--- src/rtl/ivr_pkg.sv ---
package ivr_pkg;
  localparam int unsigned SEL_POS = 0;
  localparam int unsigned CE_POS  = 1;

  typedef enum logic [1:0] {
    OP_NONE   = 2'd0,
    OP_ARM    = 2'd1,
    OP_COMMIT = 2'd2
  } ivr_op_e;
endpackage

--- src/rtl/ivr_op_decode.sv ---
module ivr_op_decode
  import ivr_pkg::*;
#(
  parameter int unsigned DATA_W = 8
) (
  input  logic              wr_en_i,
  input  logic [DATA_W-1:0] wr_data_i,
  input  logic              win_open_i,
  output ivr_op_e           op_o
);
  always_comb begin
    op_o = OP_NONE;
    if (wr_en_i) begin
      if (wr_data_i[CE_POS])  op_o = OP_ARM;
      else if (win_open_i)    op_o = OP_COMMIT;
    end
  end
endmodule

--- src/rtl/ivr_window.sv ---
module ivr_window
  import ivr_pkg::*;
#(
  parameter int unsigned WIN_CYC = 4
) (
  input  logic    clk_i,
  input  logic    rst_ni,
  input  ivr_op_e op_i,
  output logic    win_open_o
);
  localparam int unsigned CNT_W = $clog2(WIN_CYC + 1);

  logic [CNT_W-1:0] cnt_q;

  always_ff @(posedge clk_i or negedge rst_ni) begin
    if (!rst_ni)                cnt_q <= '0;
    else if (op_i == OP_ARM)    cnt_q <= CNT_W'(WIN_CYC);
    else if (op_i == OP_COMMIT) cnt_q <= '0;
    else if (cnt_q != '0)       cnt_q <= cnt_q - 1'b1;
  end

  assign win_open_o = (cnt_q != '0);
endmodule

--- src/rtl/ivr_sel_reg.sv ---
module ivr_sel_reg
  import ivr_pkg::*;
(
  input  logic    clk_i,
  input  logic    rst_ni,
  input  ivr_op_e op_i,
  input  logic    sel_d_i,
  input  logic    insn_done_i,
  output logic    sel_o,
  output logic    hold_o
);
  logic sel_q, hold_q;

  always_ff @(posedge clk_i or negedge rst_ni) begin
    if (!rst_ni) begin
      sel_q  <= 1'b0;
      hold_q <= 1'b0;
    end else if (op_i == OP_COMMIT) begin
      sel_q  <= sel_d_i;
      hold_q <= 1'b1;
    end else if (hold_q && insn_done_i) begin
      hold_q <= 1'b0; // instruction after the commit has retired
    end
  end

  assign sel_o  = sel_q;
  assign hold_o = hold_q;
endmodule

--- src/rtl/ivr_lock_gate.sv ---
module ivr_lock_gate (
  input  logic sel_i,
  input  logic in_boot_i,
  input  logic lock_app_i,
  input  logic lock_boot_i,
  output logic lock_mask_o
);
  // vectors and execution in opposite regions, with that region's lock set
  assign lock_mask_o = ( sel_i && lock_boot_i && !in_boot_i) ||
                       (!sel_i && lock_app_i  &&  in_boot_i);
endmodule

--- src/rtl/ivec_reloc.sv ---
module ivec_reloc
  import ivr_pkg::*;
#(
  parameter int unsigned DATA_W    = 8,
  parameter int unsigned ADDR_W    = 16,
  parameter int unsigned WIN_CYC   = 4,
  parameter logic [ADDR_W-1:0] BOOT_BASE = 16'h3800
) (
  input  logic              clk_i,
  input  logic              rst_ni,
  input  logic              wr_en_i,
  input  logic [DATA_W-1:0] wr_data_i,
  input  logic              insn_done_i,
  input  logic              in_boot_i,
  input  logic              lock_app_i,
  input  logic              lock_boot_i,
  output logic              sel_o,
  output logic [ADDR_W-1:0] vec_base_o,
  output logic              irq_mask_o,
  output logic [DATA_W-1:0] rdata_o
);
  ivr_op_e op;
  logic    win_open, hold, lock_mask;

  ivr_op_decode #(.DATA_W(DATA_W)) u_dec (
    .wr_en_i    (wr_en_i),
    .wr_data_i  (wr_data_i),
    .win_open_i (win_open),
    .op_o       (op)
  );

  ivr_window #(.WIN_CYC(WIN_CYC)) u_win (
    .clk_i      (clk_i),
    .rst_ni     (rst_ni),
    .op_i       (op),
    .win_open_o (win_open)
  );

  ivr_sel_reg u_sel (
    .clk_i       (clk_i),
    .rst_ni      (rst_ni),
    .op_i        (op),
    .sel_d_i     (wr_data_i[SEL_POS]),
    .insn_done_i (insn_done_i),
    .sel_o       (sel_o),
    .hold_o      (hold)
  );

  ivr_lock_gate u_lock (
    .sel_i       (sel_o),
    .in_boot_i   (in_boot_i),
    .lock_app_i  (lock_app_i),
    .lock_boot_i (lock_boot_i),
    .lock_mask_o (lock_mask)
  );

  assign irq_mask_o = (op == OP_ARM) || win_open || hold || lock_mask;
  assign vec_base_o = sel_o ? BOOT_BASE : '0;

  for (genvar b = 0; b < DATA_W; b++) begin : g_rd
    if (b == SEL_POS)     begin : g_sel assign rdata_o[b] = sel_o;    end
    else if (b == CE_POS) begin : g_ce  assign rdata_o[b] = win_open; end
    else                  begin : g_z   assign rdata_o[b] = 1'b0;     end
  end
endmodule

--- config.mk ---
export PLATFORM = sky130hd
export DESIGN_NAME = ivec_reloc
export DESIGN_NICKNAME = d
export VERILOG_FILES = /design/src/rtl/ivr_pkg.sv /design/src/rtl/ivr_op_decode.sv /design/src/rtl/ivr_window.sv /design/src/rtl/ivr_sel_reg.sv /design/src/rtl/ivr_lock_gate.sv /design/src/rtl/ivec_reloc.sv
export SDC_FILE = /design/constraint.sdc
export NUM_CORES = 1
export LEC_CHECK = 0
export BUFFER_PORTS_ARGS = -buffer_cell sky130_fd_sc_hd__buf_2
export CORE_MARGIN = 3
export CORE_UTILIZATION = 32
export DETAILED_ROUTE_END_ITERATION = 16
export PLACE_DENSITY = 0.74
export RECOVER_POWER = 50
export SETUP_SLACK_MARGIN = 0.05
export SLEW_MARGIN = 20
export SYNTH_ARGS = -nofsm -noshare
export SYNTH_HDL_FRONTEND = slang
export SYNTH_SLANG_ARGS = --single-unit
--- constraint.sdc ---
create_clock -name clk_i -period 1.3 [get_ports clk_i]
set_input_delay 0 -clock clk_i [delete_from_list [all_inputs] [get_ports clk_i]]
set_output_delay 0 -clock clk_i [all_outputs]
set_load 0.1 [all_outputs]
Word-level counts from Yosys, hierarchy flattened
Index checks and enable logic that the tools add are counted.
Operators by class
  multiplexer cells: 9
  $mul: 0
  shifts and indexed selects: 0
  $add $sub $neg: 1
  reduce and logical (&&, ||, !) cells: 14
  equal/unequal tests: 2
  divide/modulo/power cells: 0
  $lt $le $gt $ge: 0
  bitwise operators: 0
Operators with widths (number)
  2-to-1 mux 14 bit: 1
  2-to-1 mux 3 bit: 3
  2-to-1 mux 2 bit: 3
  nonzero test 3 bit: 2
  logical AND 1 bit: 5
  logical OR 1 bit: 4
  subtractor 3 x 1 -> 3 bit, second input constant: 1
  == test 2 x 1 -> 1 bit, second input constant: 1
  == test 2 bit, second input constant: 1
  zero test 1 bit: 2
  2-to-1 mux 1 bit: 2
  nonzero test 2 bit: 1
Storage, ports and cells
  bits in registers: 5
  memories: 0
  logic and storage cells: 29
  latch bits: 0
  RAM bits: 0
  output and inout port bits: 26
  input bits: 15
  ROM bits: 0

Depth between registers and ports, before layout
Gate-level depths: netlist of the first run.
  word-level depth: 8
  gate-level depth with buffers: 6
  mapped depth without buffers: 6

Hierarchy
A second synthesis of the first run with hierarchy kept.
Unflattened totals
  cells, all modules: 57
  area, all modules: 494.2 um^2
Modules (own cells, without submodules)
  ivec_reloc: area each 202.7 um^2, instances 1, cells an instance 28
  ivr_window: area each 173.9 um^2, instances 1, cells an instance 18
  ivr_sel_reg: area each 87.6 um^2, instances 1, cells an instance 6
  ivr_op_decode: area each 16.3 um^2, instances 1, cells an instance 2
  ivr_lock_gate: area each 13.8 um^2, instances 1, cells an instance 3

Least setup slack after synthesis of the first run
No wires, ideal clock.
  path type: reg-to-output
  start point: register u_sel.sel_q (netlist: u_sel.sel_o)
  end point: output port irq_mask_o
  cell stages (with the launch flop): 4
  path slack: -0.688 ns
  data arrival time: 1.988 ns
  path buffers: 0
  required time: 1.300 ns
  path through: dfrtp_1 > nand2_1 > o22ai_1 > or3_1
On the way
  word-level cells in the longest chain between the ends: 5
  elaborated cells on any way between the ends: 7
Ends and longest elaborated chain
  start, declared: RTL line ivr_sel_reg.sv:12  | logic sel_q, hold_q;
  start signal, assigned: RTL line ivr_sel_reg.sv:19  | sel_q <= sel_d_i;
  zero test 1 bit: RTL line ivr_lock_gate.sv:10  | (!sel_i && lock_app_i && in_boot_i);
  logical AND 1 bit (2 in a row): RTL line ivr_lock_gate.sv:10
  logical OR 1 bit (*): RTL line ivr_lock_gate.sv:9  | assign lock_mask_o = ( sel_i && lock_boot_i && !in_boot_i) ||
  logical OR 1 bit (*): RTL line ivec_reloc.sv:57  | assign irq_mask_o = (op == OP_ARM) || win_open || hold || lock_mask;
  end, declared: RTL line ivec_reloc.sv:19  | output logic irq_mask_o,
Mark *: on every way between the ends. The rest lies on a longest branch, timed or not.

Worst setup path after layout of the first run
  start point: register u_win.cnt_q[1]
  end point: output port irq_mask_o
On the way
  word-level cells in the longest chain between the ends: 8
Ends and longest elaborated chain
  start, declared: RTL line ivr_window.sv:13  | logic [CNT_W-1:0] cnt_q;
  start signal, assigned: RTL line ivr_window.sv:17  | else if (op_i == OP_ARM) cnt_q <= CNT_W'(WIN_CYC);
  start signal, assigned: RTL line ivr_window.sv:19  | else if (cnt_q != '0) cnt_q <= cnt_q - 1'b1;
  nonzero test 3 bit (*): RTL line ivr_window.sv:22  | assign win_open_o = (cnt_q != '0);
  2-to-1 mux 2 bit: RTL line ivr_op_decode.sv:15  | else if (win_open_i) op_o = OP_COMMIT;
  2-to-1 mux 2 bit: RTL line ivr_op_decode.sv:14  | if (wr_data_i[CE_POS]) op_o = OP_ARM;
  2-to-1 mux 2 bit: RTL line ivr_op_decode.sv:13  | if (wr_en_i) begin
  == test 2 x 1 -> 1 bit: RTL line ivec_reloc.sv:57
  logical OR 1 bit (*) (3 in a row): RTL line ivec_reloc.sv:57
Marked as above.

==> results.cfg, run 1 <==
[critical_path]
critPathMaxFanout = 2
path_class = reg -> out
worstPathArrival_ns = 1.58
cp.required_ns = 1.30
crit_path_start_kind = flip-flop
endpoint_kind = output pin

[die]
start_util_pct = 37.4
io_pins = 41
die_h_um = 43.5
fp.dieArea_um2 = 1890
rows = 12
die_w_um = 43.5
core-area_um2 = 1200

[synthesis]
synth_area_um2 = 449
synth-seq-cells = 5
yosysWarnings = 0
syn_inst = 54
synth_area_leaders = buf_4 40%, dfrtp_1 28%, ha_1 5.6%
yosys_most_used_dff = dfrtp_1
synth_top_area_share_pct = 40.1
synth_area_leader_cell = buf_4
synth_edf_count = 0
avgSynthCellArea_um2 = 8.32
seq_area_frac_synth_pct = 27.9
post_synth_num_cell_types = 14
async_flop_share_pct = 100

[drt]
dr.pass1.iters = 3
drtAntennaViolNets = 0
wl_um = 991
drcViolationCount = 0
via_count = 372
drt_iter0_drc = 2
wl_per_cell_um = 10.9
via_per_inst = 4.09

[cells_and_area]
drive_gt1_share_pct = 46.8
fin_util_pct = 52.6
nNetsFinal = 95
final_cell_mix = 19 x conb_1, 8 x clkbuf_4, 7 x buf_2, 5 x nand2_1, 5 x buf_4
syn_to_final_growth_pct = 40.7
fin_cells = 91
final_common_cell = conb_1
diodes = 0

[global_route]
track_usage_pct = 10.4
grt_max_degree = 7
overflow = 0
grt_pass1_wl_um = 1430
antenna_found_initial = 0
grt_pass1_vias = 354

[clocking]
tritoncts = built
cts_root_buf = clkbuf_4
clk_latency_ns = 0.24
cts.clk_slew.worst_paths_ns = 0.05
clock_path_buffers = 2
cts_sinks = 5
numCtsBuffers = 3
htreeDepth = 1

[place]
gp_congestion = 0.743
dp.final_hpwl_um = 732
placedCellCount = 81
port_buffers = 15
dp_worst_setup_slack_ns = -0.179

[sta]
fin_crit_sh_pct = 122
finalWorstSetupSlack_ns = -0.283
period_needed_ns = 1.58
hold_violations = 0
skew_ns = 0.00255
slew_violations = 0
setup_viol = 6
max_freq_ghz = 0.632
rsz0062_at_grt = yes
tns_ns = -1.04

[run_status]
outcome = finished with violations
failed_checks = setup timing

[run]
maxCapViolations = 0

[min_path]
min_path_type = in -> reg
final cells by class:
class | count | area [um2]
tap | 14 | 17.5
timing repair buffer | 25 | 206
clock buffer | 3 | 22.5
fill | 122 | 569
clock inverter | 1 | 5.00
multi-input combinational | 38 | 230
sequential | 5 | 129
inverter | 5 | 21.3
critical path, cell delays in order (launching register included):
cell and delay, ns:
dfrtp_1 0.38, inv_2 0.08, ha_4 0.14, ha_4 0.12, nand2_1 0.06, or3_4 0.38
buf_12 0.17
sequential cells by signal, indices dropped and copies added, names as in the netlist:
name,cells
u_sel.sel_o,1
u_win.cnt_q,3
u_sel.hold_o,1
cell families (layout without fill, tap and decap cells):
family	after synthesis	in the layout	share of synthesized area, %
simple gates	10	10	9.47
buf+inv	29	34	44.3
fa+ha+maj	2	2	5.57
other cells	1	19	0.835
mux	1	1	3.34
compound gates	6	6	8.64
flops	5	5	27.9
cells in the mapped netlist (2+ instances only):
cell / number
buf_4: 24
inv_1: 5
or3_1: 2
nand2_1: 6
nor2_1: 2
dfrtp_1: 5
o21ai_0: 2
ha_1: 2
per-layer routing:
metal  up-vias  routed length [um]  track usage, %
li1        174                   -               -
met5         -                   0               0
met4         0                   4            2.41
met3         2                  87            6.64
met2        18                 570            19.5
met1       178                 329            9.36
path summary, 6_finish.rpt:
| kind | startpoint | endpoint | slack [ns] | cells after the start |
|---|---|---|---|---|
| worst min register to register | u_win.cnt_q[2]$_DFFE_PN0P_ | u_win.cnt_q[2]$_DFFE_PN0P_ | 0.51 | 2 |
| worst min-delay path | wr_data_i[1] | u_win.cnt_q[1]$_DFFE_PN0P_ | 0.01 | 2 |
| worst max register to register | u_win.cnt_q[0]$_DFFE_PN0P_ | u_win.cnt_q[1]$_DFFE_PN0P_ | -0.17 | 9 |
| min in group asynchronous | rst_ni | u_sel.sel_o$_DFFE_PN0N_ | 0.14 | 2 |
| worst max-delay path | u_win.cnt_q[1]$_DFFE_PN0P_ | irq_mask_o | -0.28 | 6 |
| max in group asynchronous | rst_ni | u_sel.sel_o$_DFFE_PN0N_ | 0.91 | 2 |
through the flow:
stage	hold slack [ns]	cell area (um2)
5_1_grt	0.0103	632
6_report	0.0100	632
3_3_place_gp	-0.180	498
3_5_place_dp	-0.178	498
2_1_floorplan	-0.296	541
4_1_cts	0.00514	618
what timing repair did:
item,CTS,global route
hold buffers,3,0
endpoints found under the setup margin,6,12
pin swaps,2,0
resized for setup,13,6
hold endpoints to repair,7,0
setup buffers,3,0
Power of run 1 is not shown: default switching activity piles up to over one toggle a cycle in this logic, so the estimate is an artifact.
==> run 2, diff against run 1 <==
--- a/config.mk
+++ b/config.mk
@@ -5,11 +5,12 @@
 export SDC_FILE = /design/constraint.sdc
 export NUM_CORES = 1
 export LEC_CHECK = 0
+export ABC_AREA = 1
 export BUFFER_PORTS_ARGS = -buffer_cell sky130_fd_sc_hd__buf_2
 export CORE_MARGIN = 3
 export CORE_UTILIZATION = 32
 export DETAILED_ROUTE_END_ITERATION = 16
-export PLACE_DENSITY = 0.74
+export PLACE_DENSITY = 0.73
 export RECOVER_POWER = 50
 export SETUP_SLACK_MARGIN = 0.05
 export SLEW_MARGIN = 20
==> results.cfg, run 2 <==
[sta]
finalWorstSetupSlack_ns = -0.0396
relSlewSlack_pct = 64.2
period_needed_ns = 1.34
setup_viol = 2
hold_violations = 0
skew_ns = 0.00266
slew_violations = 0
worstMarginPinSlew_ns = 0.539
fin_crit_sh_pct = 103
rsz0062_at_grt = yes
max_freq_ghz = 0.747
tns_ns = -0.0710

[critical_path]
critPathMaxFanout = 2
max_stage_delay_ns = 0.36
worst_path_max_delay_cell = dfrtp_1
reg2reg_from = u_win.cnt_q[1]$_DFFE_PN0P_
crit_path_start_kind = flip-flop
crit_end = irq_mask_o
worstPathArrival_ns = 1.34
endpoint_kind = output pin
r2r_slack_ns = 0.01
worst-r2r-cell-count = 8
rr_endpoint = u_sel.sel_o$_DFFE_PN0N_
path_class = reg -> out
cp_cell_sequence = inv_2 > ha_4 > ha_4 > nand2_4 > nor2_4 > nand2_4 > buf_12
setup.worst_path.start = u_win.cnt_q[1]$_DFFE_PN0P_
cp.required_ns = 1.30

[clocking]
clock_path_buffers = 2
tritoncts = built
numCtsBuffers = 3
htreeDepth = 1
cts_root_buf = clkbuf_4
clk_latency_ns = 0.24
cts.clk_slew.worst_paths_ns = 0.04
cts_sinks = 5

[cells_and_area]
syn_to_final_growth_pct = 31.4
drive_gt1_share_pct = 38.3
diodes = 0
fin_cells = 96
final_cell_mix = 19 x conb_1, 11 x buf_2, 8 x inv_1, 7 x nand2_1
final_common_cell = conb_1
design_area_um2 = 608
nNetsFinal = 99
largest_register_ffs = 3
nFillCells = 145
top_register = u_win.cnt_q

[synthesis]
synth_area_leaders = buf_4 39%, dfrtp_1 27%, inv_1 8.1%
synth-seq-cells = 5
syn_inst = 62
synth_top_area_share_pct = 38.9
yosys_most_used_dff = dfrtp_1
synth_area_um2 = 463
synth_area_leader_cell = buf_4
yosysMostFrequentCell = buf_4
async_flop_share_pct = 100
seq_area_frac_synth_pct = 27.0
avgSynthCellArea_um2 = 7.47
yosysWarnings = 0
synth_commonest_cells = 24 x buf_4, 10 x inv_1, 8 x nand2_1
synth_edf_count = 0
post_synth_num_cell_types = 14

[die]
rows = 13
io_pins = 41
start_util_pct = 34.7
core-area_um2 = 1330
fp.dieArea_um2 = 1940
die_w_um = 44.0
die_h_um = 44.0

[run_status]
failed_checks = setup timing
outcome = finished with violations

[drt]
via_per_inst = 3.84
drtAntennaViolNets = 0
dr.pass1.iters = 2
drt_iter0_drc = 5
via_count = 369
wl_met1_um = 270
routed-wl-met2_um = 422
wl_met3_um = 103
top_layer_used = met4
wl_um = 814
drcViolationCount = 0
wl_per_cell_um = 8.48

[global_route]
grt_pass1_wl_um = 1280
antenna_found_initial = 0
track_usage_pct = 9.17
grt_pass1_vias = 340
grt_max_degree = 9
overflow = 0

[run]
maxCapViolations = 0

[place]
place_area_um2 = 500
port_buffers = 15
dp_worst_setup_slack_ns = 0.0122
dp.final_hpwl_um = 630
gp_congestion = 0.651
placedCellCount = 88

[min_path]
min_path_type = in -> reg
-- run 2: cell count changes in the layout (fill, tap and decap cells not counted), sizes merged, moves of 2 or more --
cell / previous run / this run
nand3: 0 / 3
clkbuf: 9 / 6
or3: 2 / 0
nand2: 6 / 9
inv: 5 / 11
-- run 2: worst min path at each step --
stage	slack (ns)	start	cells after the start	endpoint
after floorplan	-0.30	rst_ni	0	u_sel.hold_o$_DFFE_PN0P_
after global placement	-0.18	rst_ni	1	u_sel.sel_o$_DFFE_PN0N_
after detailed placement	-0.18	rst_ni	1	u_sel.sel_o$_DFFE_PN0N_
after CTS	0.01	wr_data_i[0]	3	u_sel.sel_o$_DFFE_PN0N_
after global routing	0.06	wr_data_i[0]	3	u_sel.sel_o$_DFFE_PN0N_
final	0.03	wr_data_i[0]	3	u_sel.sel_o$_DFFE_PN0N_
-- run 2: layout make-up --
cell class / count / area (um2) / share of cell area, %
multi-input combinational: 40 / 236 / 38.9
timing repair buffer: 21 / 154 / 25.3
sequential: 5 / 129 / 21.2
inverter: 11 / 43.8 / 7.20
clock buffer: 4 / 26.3 / 4.32
tap: 15 / 18.8 / 3.09
-- run 2: logic make-up (layout without fill, tap and decap cells) --
logic type                 count (synthesis)  after routing  share of synthesized area (%)
DFF                                        5              5                           27.0
AOI/OAI and AO/OA                          4              4                           4.86
adders and majority gates                  2              2                           5.40
other                                      1             19                          0.810
and+or+nand+nor                           15             15                           14.1
buffers and inverters                     35             36                           47.8
-- run 2: what timing repair did --
item | 4_1_cts | 5_1_grt
setup endpoints to repair | 2 | 7
pin swaps | 6 | 1
buffers inserted | 2 | 0
resized for setup | 10 | 3
endpoints found under the hold margin | 6 | 0
hold buffers | 2 | 0
-- run 2: per-stage QoR --
step           util, %  hold WS [ns]
3_3_place_gp      37.5        -0.179
4_1_cts           45.1        0.0106
5_1_grt           45.6        0.0570
6_report          45.6        0.0256
3_5_place_dp      37.5        -0.177
2_1_floorplan        -        -0.296
-- run 2: worst max-delay path, delay by kind of cell, from the launching register on --
kind,cells,cell delay [ns]
AND/OR/NAND/NOR,3,0.21
adder cells (fa/ha/maj),2,0.30
flip-flops,1,0.36
buffers and inverters,2,0.24
-- run 2: metal layers --
layer / vias up / track usage [%]
met1: 159 / 7.79
met2: 22 / 16.3
met5: - / 0
met4: 0 / 9.04
li1: 186 / -
met3: 2 / 2.85
Power of run 2 is left out for the same reason.
==> run 3, diff against run 2 <==
--- a/config.mk
+++ b/config.mk
@@ -8,12 +8,13 @@
 export ABC_AREA = 1
 export BUFFER_PORTS_ARGS = -buffer_cell sky130_fd_sc_hd__buf_2
 export CORE_MARGIN = 3
-export CORE_UTILIZATION = 32
+export CORE_UTILIZATION = 34
 export DETAILED_ROUTE_END_ITERATION = 16
-export PLACE_DENSITY = 0.73
+export PLACE_DENSITY = 0.74
 export RECOVER_POWER = 50
 export SETUP_SLACK_MARGIN = 0.05
 export SLEW_MARGIN = 20
 export SYNTH_ARGS = -nofsm -noshare
 export SYNTH_HDL_FRONTEND = slang
+export SYNTH_HIERARCHICAL = 1
 export SYNTH_SLANG_ARGS = --single-unit
==> results.cfg, run 3 <==
[min_path]
holdPathEnd = u_sel/sel_o$_DFFE_PN0N_
min_path_type = in -> reg
hp-start = wr_data_i[0]
holdPathStages = 3

[cells_and_area]
largest_register_ffs = 3
final_cell_mix = 19 x conb_1, 12 x buf_2, 12 x nand2_1, 9 x inv_1
final_common_cell = conb_1
syn_to_final_growth_pct = 29.9
top_register = u_win/cnt_q
seq_area_um2 = 129
nNetsFinal = 113
drive_gt1_share_pct = 40.0
nFillCells = 144
multiInputGateArea_um2 = 280
diodes = 0

[sta]
tns_ns = -0.591
skew_ns = 0.00326
fin_crit_sh_pct = 114
hold_violations = 0
rsz0062_at_grt = yes
max_freq_ghz = 0.672
setup_viol = 7
slew_violations = 0
finalWorstSetupSlack_ns = -0.188
period_needed_ns = 1.49

[synthesis]
synth_area_um2 = 519
yosysWarnings = 6
synth_area_leader_cell = buf_4
avgSynthCellArea_um2 = 6.92
async_flop_share_pct = 100
synth_area_leaders = buf_4 35%, dfrtp_1 24%, nand2_1 11%
synth_top_area_share_pct = 34.7
yosys_most_used_dff = dfrtp_1
post_synth_num_cell_types = 14
synth_edf_count = 0
yosysMostFrequentCell = buf_4
synth_commonest_cells = 24 x buf_4, 15 x nand2_1, 13 x inv_1
synth-seq-cells = 5
seq_area_frac_synth_pct = 24.1
syn_inst = 75

[clocking]
clk_latency_ns = 0.24
cts_root_buf = clkbuf_4
clock_path_buffers = 2
numCtsBuffers = 3
cts.clk_slew.worst_paths_ns = 0.04
cts_sinks = 5
htreeDepth = 1
tritoncts = built

[global_route]
track_usage_pct = 8.85
grt_pass1_vias = 329
antenna_found_initial = 0
grt_pass1_wl_um = 1280
overflow = 0
grt_max_degree = 9

[critical_path]
reg2reg_from = u_win/cnt_q[1]$_DFFE_PN0P_
worst_path_max_delay_cell = dfrtp_1
worst-r2r-cell-count = 12
worstPathArrival_ns = 1.49
cp_cell_sequence = inv_2 > ha_4 > ha_4 > inv_4 > nand2_4 > nor2_4 > inv_2 > nand2_2 > nand3_4 > buf_12
r2r_slack_ns = -0.14
worstPathBufferInverterCount = 4
critical_path.top_delay_family = flip-flops
endpoint_kind = output pin
max_stage_delay_ns = 0.36
crit_path_start_kind = flip-flop
critPathMaxFanout = 2
path_class = reg -> out
cp.required_ns = 1.30
rr_endpoint = u_win/cnt_q[2]$_DFFE_PN0P_

[place]
port_buffers = 15
dp.final_hpwl_um = 752
gp_congestion = 0.740

[die]
die_w_um = 45.1
core-area_um2 = 1370
rows = 13
die_h_um = 45.1
start_util_pct = 38.0
io_pins = 41
fp.dieArea_um2 = 2030

[drt]
drtAntennaViolNets = 0
via_per_inst = 3.88
via_count = 427
drt_iter0_drc = 11
drcViolationCount = 0
wl_per_cell_um = 8.05
dr.pass1.iters = 4
wl_um = 885

[run_status]
outcome = finished with violations
failed_checks = setup timing

[run]
maxCapViolations = 0
==> run 3: cell count changes after synthesis, sizes merged <==
cell,change
nand4,-1
xor2,+1
o21ai,-2
nand3,+2
nor2,+2
o211ai,-1
o21a,+1
inv,+4
nand2,+7
==> run 3: worst max path at each step <==
stage	startpoint	end	slack, ns	cells after the start
6_report	u_win/cnt_q[1]$_DFFE_PN0P_	irq_mask_o	-0.19	10
5_1_grt	u_win/cnt_q[0]$_DFFE_PN0P_	irq_mask_o	-0.27	10
4_1_cts	u_win/cnt_q[1]$_DFFE_PN0P_	irq_mask_o	-0.20	10
3_5_place_dp	u_win/cnt_q[1]$_DFFE_PN0P_	u_win/cnt_q[2]$_DFFE_PN0P_	-0.1	11
3_3_place_gp	u_win/cnt_q[1]$_DFFE_PN0P_	u_win/cnt_q[2]$_DFFE_PN0P_	-0.04	11
2_1_floorplan	u_win/cnt_q[0]$_DFFE_PN0P_	u_win/cnt_q[2]$_DFFE_PN0P_	-0.05	11
==> run 3: timing repair <==
item                                    in CTS  in global routing
setup buffers                                1                  0
gates resized for setup                      5                  0
hold buffers                                 2                  0
endpoints found under the hold margin        6                  0
pin swaps                                    3                  0
endpoints found under the setup margin       7                  7
==> run 3: tightest hold or removal path: cells and delay by family <==
family / cells / cell delay (ns)
simple gates: 2 / 0.15
buf+inv: 1 / 0.07
==> run 3: metal layers <==
layer | global-route usage [%] | wire length, um
met1 | 9.27 | 332
met2 | 15.3 | 460
met3 | 2.79 | 92
met4 | 5.26 | 0
met5 | 0 | 0
==> run 3: kinds of logic (layout without fill, tap and decap cells) <==
family	Yosys count	after routing	share of synthesized area, %
buf+inv	39	41	45.5
compound gates	2	2	2.41
xor+xnor	1	1	1.69
other cells	1	19	0.722
fa+ha+maj	2	2	4.82
flops	5	5	24.1
simple gates	25	25	20.7
==> run 3: area by class of cell <==
cell class | instances | area share [%]
clock buffers | 4 | 3.90
inverters | 15 | 8.72
multi-input cells | 49 | 41.6
flip-flops and latches | 5 | 19.1
well taps | 15 | 2.78
repair buffers | 22 | 23.9
==> run 3: metrics by stage <==
step | utilization, % | hold WS (ns) | area (um2) | instances | worst slack, ns
final | 49.4 | 0.0242 | 674 | 110 | -0.188
after detailed placement | 44.6 | -0.179 | 609 | 103 | -0.0953
after global placement | 44.6 | -0.182 | 609 | 103 | -0.0412
after CTS | 49.5 | 0.0231 | 676 | 110 | -0.200
after global routing | 49.4 | 0.0384 | 674 | 110 | -0.274
after floorplan | - | -0.296 | 636 | 93 | -0.0550
Power of run 3 is left out for the same reason.
